File: src/rtl/opclass_ack_delay.sv
module opclass_ack_delay #(
  parameter int OP_W       = 4,
  parameter int INC_LOGIC  = 90,
  parameter int INC_ADDSUB = 38,
  parameter int INC_MUL    = 30,
  parameter int INC_DIV    = 163,
  parameter logic [OP_W-1:0] OP_ADD_LO = 4'h6,
  parameter logic [OP_W-1:0] OP_ADD_HI = 4'h9,
  parameter logic [OP_W-1:0] OP_MUL    = 4'hA,
  parameter logic [OP_W-1:0] OP_DIV    = 4'hB
) (
  input  logic            clk,
  input  logic            rst,
  input  logic            req,
  input  logic [OP_W-1:0] opcode,
  output logic            ack
);

  localparam int TOTAL = INC_LOGIC + INC_ADDSUB + INC_MUL + INC_DIV;
  localparam int CW    = $clog2(TOTAL + 1);

  localparam logic [CW-1:0] TAP_LOGIC = CW'(INC_LOGIC);
  localparam logic [CW-1:0] TAP_ADD   = CW'(INC_LOGIC + INC_ADDSUB);
  localparam logic [CW-1:0] TAP_MUL   = CW'(INC_LOGIC + INC_ADDSUB + INC_MUL);
  localparam logic [CW-1:0] TAP_DIV   = CW'(TOTAL);

  typedef enum logic [1:0] {IDLE, BUSY, HOLD} state_t;

  state_t        state;
  logic [CW-1:0] cnt;
  logic          is_add, is_mul, is_div;
  logic          sel0, sel1, sel2;
  logic [CW-1:0] mux0, mux1, tap;

  // select logic
  assign is_add = (opcode >= OP_ADD_LO) && (opcode <= OP_ADD_HI);
  assign is_mul = (opcode == OP_MUL);
  assign is_div = (opcode == OP_DIV);
  assign sel2   = is_div;
  assign sel1   = is_mul | sel2;
  assign sel0   = is_add | sel1;

  // cascaded taps through three 2:1 muxes
  assign mux0 = sel0 ? TAP_ADD : TAP_LOGIC;
  assign mux1 = sel1 ? TAP_MUL : mux0;
  assign tap  = sel2 ? TAP_DIV : mux1;

  always_ff @(posedge clk) begin
    if (rst) begin
      state <= IDLE;
      cnt   <= '0;
      ack   <= 1'b0;
    end else begin
      case (state)
        IDLE: if (req) begin
          cnt   <= tap - 1'b1;
          state <= BUSY;
        end
        BUSY: if (cnt == '0) begin
          ack   <= 1'b1;
          state <= HOLD;
        end else begin
          cnt <= cnt - 1'b1;
        end
        HOLD: if (!req) begin
          ack   <= 1'b0;
          state <= IDLE;
        end
        default: state <= IDLE;
      endcase
    end
  end

endmodule

File: config.mk
export PLATFORM = sky130hd
export DESIGN_NAME = opclass_ack_delay
export DESIGN_NICKNAME = d
export VERILOG_FILES = /design/src/rtl/opclass_ack_delay.sv
export SDC_FILE = /design/constraint.sdc
export NUM_CORES = 1
export LEC_CHECK = 0
export BUFFER_PORTS_ARGS = -buffer_cell sky130_fd_sc_hd__buf_2
export CAP_MARGIN = 20
export CORE_MARGIN = 2
export CORE_UTILIZATION = 55
export CTS_CLUSTER_DIAMETER = 30
export DETAILED_ROUTE_END_ITERATION = 8
export PLACE_DENSITY = 0.75
export RECOVER_POWER = 100
export SETUP_SLACK_MARGIN = 0.5
export SLEW_MARGIN = 20
export SYNTH_ARGS = -nofsm -noshare
export SYNTH_HDL_FRONTEND = slang
export SYNTH_SLANG_ARGS = --single-unit
File: constraint.sdc
create_clock -name clk -period 2.87 [get_ports clk]
set_clock_uncertainty 0.05 [all_clocks]
set_input_delay 0.287 -clock clk [delete_from_list [all_inputs] [get_ports clk]]
set_output_delay 0.287 -clock clk [all_outputs]
set_load 0.005 [all_outputs]
; Yosys cells after proc, flatten, opt, wreduce, memory -nomap -nowiden
; Cells that the tools add are included.
[totals]
mem_bits_rw = 0
in_bits = 7
rom_bits = 0
out_inout_bits = 1
mem_count = 0
latchBits = 0
register_bits = 12
word_cells = 38
[op_classes]
n_bitwise = 2
reduce_logical = 8
eq_ne = 8
order_cmp = 2
mux = 13
mul = 0
shifts = 0
div = 0
add_sub_neg = 2
[op_table]
columns = operator, count
row1 = $mux W9, 3
row2 = $pmux W9 S2, 1
row3 = $sub A9 B1 Y9 const B, 2
row4 = $mux W8, 2
row5 = $logic_not A9 Y1, 1
row6 = $reduce_and A3 Y1, 3
row7 = $eq A4 B4 Y1 const B, 2
row8 = $ne A2 B2 Y1 const B, 4
row9 = $mux W2, 3
row10 = $pmux W2 S3, 1
row11 = $ge A4 B3 Y1 const B, 1
row12 = $le A4 B4 Y1 const B, 1
row13 = $reduce_bool A2 Y1, 2
row14 = $eq A2 B1 Y1 const B, 1
row15 = $eq A2 B2 Y1 const B, 1
row16 = $logic_not A2 Y1, 1
row17 = $mux W1, 2
row18 = $or A1 B1 Y1, 2
row19 = $pmux W1 S2, 1
row20 = $logic_and A1 B1 Y1, 1

; Logic depth before layout (Yosys ltp)
[depth]
ltp_word = 9
mapped_depth = 10
ltp_nobuf = 9

; Worst setup path after synthesis
; OpenSTA, ideal clock, no wires.
[synth_timing]
path_type = reg-to-reg
startpoint = register state[1]
endpoint = register cnt[6]
path_slack_ns = 0.525
required_ns = 2.700
path_stages_with_launch = 10
arrival_ns = 2.176
cell_sequence = dfxtp_1 -> nand2b_2 -> and3_1 -> buf_2 -> a22oi_1 -> ha_1 -> o21ai_0 -> nor3_1 -> mux2_1 -> a211o_1
[synth_via]
elab_chain_cells = 3
[synth_rtl]
columns = element, line_no
row1 = start: declaration, 29  ; state_t state;
row2 = start signal: assignment, 50  ; state <= IDLE;
row3 = start signal: assignment, 57  ; state <= BUSY;
row4 = start signal: assignment, 61  ; state <= HOLD;
row5 = $eq A2 B1 Y1 / $logic_not A2 Y1 (equally long branches), 54  ; case (state)
row6 = $ne A2 B2 Y1 (no line) / $reduce_bool A2 Y1 (equally long branches), -
row7 = $reduce_and A3 Y1 (no line), -
row8 = end signal: assignment, 56  ; cnt <= tap - 1'b1;
row9 = end signal: assignment, 63  ; cnt <= cnt - 1'b1;
row10 = end: declaration, 30  ; logic [CW-1:0] cnt;
; Parallel ways exist; a longest one is shown, timed or not.
; A chain may end at the register's enable or synchronous reset.

; Worst setup path after layout
[layout_timing]
startpoint = register cnt[3]
endpoint = register cnt[6]
[layout_via]
elab_chain_cells = 3
[layout_rtl]
columns = element, line_no
row1 = $sub A9 B1 Y9 / $logic_not A9 Y1 (equally long branches), "63, 59"
row2 = $mux W9 / $ne A2 B2 Y1 (equally long branches), -
row3 = $pmux W9 S2 / $reduce_and A3 Y1 (equally long branches), -
; Parallel ways exist; a longest one is shown, timed or not. The select of a mux whose other input is x is not followed.

==> impl_metrics.yaml <==
layout:
  n_antenna_cell: 0
  fill_cells: 136
  drive_gt1_frac: 0.279
  nNetsFinal: 121
  syn2layout_area_growth_pct: 8.44
  layoutNonFillerInstCount: 127
synthesis:
  ys_seq_area_frac: 0.284
  synth_edf_count: 0
  synth_cell_type_count: 43
  ys_ff_latch: 12
  yosysMostFrequentCell: "nor2_1"
  syn_area_sq_um: 845
  ys_top_cells_by_count: "nor2_1, dfxtp_1, a21oi_1"
  syn_area_per_cell_sq_um: 8.36
  synthTopCellsByArea: "dfxtp_1, a21oi_1, nor2_1"
  synthArstFlopShare: 0
  yosys_most_used_dff: "dfxtp_1"
  synthCells: 101
  yosysTopAreaCell: "dfxtp_1"
  synth_top_area_frac: 0.284
  mappedNetlistNets: 109
  synth_warnings: 0
sta:
  min_period_over_period: 0.820
  worst_slew_pin_slew_ps: 1210
  fin_tns_setup_ps: 0
  finalSetupViolCount: 0
  max_slew_margin: 0.196
  rsz0062_at_grt: "no"
  finalHoldViolCount: 0
  fmax_mhz: 425
  slew_violations: 0
  final.min_clock_period_ps: 2350
worst_setup_path:
  path_max_fanout: 16
  startpoint_type: "flip-flop"
  worstPathRequired_ps: 3000
  worstSetupPathType: "flip-flop to flip-flop"
  cp_cell_sequence: "or4_1, nor4_1, a21oi_1, and2b_2, a211o_1"
  regToRegStartpoint: "cnt[3]$_SDFFE_PP0P_"
  reg2reg_slack_ps: 520
  cp_slowest_cell: "a21oi_1"
  rr_worst_depth: 5
  r2r-end: "cnt[6]$_SDFFE_PP0P_"
  max_stage_delay_ps: 950
  crit_arrival_ps: 2480
  end_kind: "flip-flop"
pwr:
  clockPowerShare: 0.201
  irDropWorstVdd_v: 0.000316
  switching_share: 0.372
  p_leak_nw: 0.366
  cellPowerDensity_nw_per_um2: 584
  p_total_mw: 0.535
  switching_power_mw: 0.199
  p_int_mw: 0.336
  combPwrFrac: 0.390
  pwr-share-seq: 0.409
clock_network:
  htreeDepth: 1
  cts_buffer_depth: 2
  clk_pin_slew_worst_paths_ps: 70
  numCtsBuffers: 3
  cts_tree: "yes"
  insertion_delay_ps: 280
  clk_root_buffer_cell: "clkbuf_4"
  cts_hold_buffers: 0
  clock-sinks: 12
routing:
  routed_wl_um: 1930
  dr_total_vias: 819
  ant_nets: 0
  avgRoutedWirePerCell_um: 15.2
  drtIter0Drc: 16
  avgViaCountPerCell: 6.45
  drtPass1Iterations: 4
  drc: 0
placement:
  placed_cells: 120
  port-buffer-count: 7
  gp_congestion: 0.887
  dp_hpwl_um: 1370
worst_hold_path:
  worstHoldStart: "req"
  holdPathStages: 3
  holdPathEnd: "ack$_SDFFE_PP0P_"
  hp-class: "primary input to flip-flop"
global_route:
  grt.total_usage: 0.227
  grt_pass1_wl_um: 3190
  grt_max_degree: 17
  antenna_found_initial: 0
  grt_pass1_vias: 768
  globalRouteOverflowTotal: 0
job:
  cap_violations: 0
die:
  die-area_sq_um: 1860
  die_w_um: 43.2
  row_count: 14
  initial_core_util: 0.574
  pin_count: 8
  core_area_sq_um: 1470
  chipHeight_um: 43.2
status:
  status: "finished clean"
## layout by cell type, fill, tap and decap left out, types with 2 or more instances in the layout
cell type,instances
a21oi_1,12
nor2_1,13
nor2b_4,2
clkbuf_4,3
buf_4,4
nand2b_1,3
a211oi_1,2
a211o_1,2
or4_1,2
inv_1,3
dfxtp_1,10
nor2b_1,2
o21ai_0,7
nor4_1,2
buf_2,7
nand2_1,6
nor3_1,5
## worst max-delay path by stage
stage	cells past startpoint	slack, ps	end	from
finish	5	520	cnt[6]$_SDFFE_PP0P_	cnt[3]$_SDFFE_PP0P_
global route	5	330	cnt[3]$_SDFFE_PP0P_	cnt[0]$_SDFFE_PP0P_
CTS	8	520	cnt[6]$_SDFFE_PP0P_	state[0]$_SDFFE_PP0P_
detailed placement	8	360	cnt[6]$_SDFFE_PP0P_	state[0]$_SDFFE_PP0P_
global placement	8	480	cnt[6]$_SDFFE_PP0P_	state[0]$_SDFFE_PP0P_
floorplan	9	520	cnt[6]$_SDFFE_PP0P_	state[1]$_SDFFE_PP0P_
## kinds of logic (layout without fill, tap and decap cells)
| group | count (synthesis) | after routing | synth area share |
|---|---|---|---|
| compound gates | 35 | 35 | 0.301 |
| fa+ha+maj | 1 | 1 | 0.0148 |
| buf+inv | 7 | 17 | 0.0504 |
| flops | 12 | 12 | 0.284 |
| mux | 2 | 2 | 0.0252 |
| simple gates | 44 | 44 | 0.324 |
## timing repair
| item | in CTS | in global routing |
|---|---|---|
| setup endpoints to repair | 1 | 1 |
| buffers inserted | 0 | 4 |
| pin swaps | 0 | 2 |
| resized for setup | 5 | 4 |
## power by group through the flow
| stage | Clock [mW] | Sequential, mW | Combinational, mW |
|---|---|---|---|
| floorplan | 0 | 0.217 | 0.174 |
| global placement | 0 | 0.223 | 0.201 |
| detailed placement | 0 | 0.223 | 0.204 |
| CTS | 0.105 | 0.221 | 0.210 |
| global route | 0.115 | 0.222 | 0.231 |
| finish | 0.107 | 0.219 | 0.209 |
## critical path: cells and delay by family (launching register included)
kind            cells  cell delay (ps)
compound gates      2             1200
simple gates        3              610
flops               1              390
## layer usage
layer / GRT usage / wire, um / vias to the layer above
met1: 0.267 / 855 / 384
met5: 0 / 0 / -
met2: 0.388 / 895 / 33
met4: 0.0970 / 48 / 0
li1: - / - / 395
met3: 0.0511 / 127 / 7
## registers in the layout, summed over array words and instances, names as in the netlist
| signal | count |
|---|---|
| ack | 1 |
| state | 2 |
| cnt | 9 |
## stage by stage
step | setup slack [ps] | util | hold slack, ps | cell area, sq um
floorplan | 525 | - | 305 | 845
global placement | 478 | 0.590 | 434 | 868
detailed placement | 365 | 0.590 | 449 | 868
CTS | 519 | 0.616 | 314 | 906
global route | 330 | 0.622 | 309 | 916
finish | 518 | 0.622 | 295 | 916
## final cells by class
type	instances	area (sq um)	area share
Clock buffer	3	22.5	0.0246
Inverter	3	11.3	0.0123
Multi-Input combinational cell	82	552	0.602
Sequential cell	12	245	0.268
Tap cell	16	20.0	0.0219
Timing Repair Buffer	11	65.1	0.0710
Power figures use the tool's default switching activity.
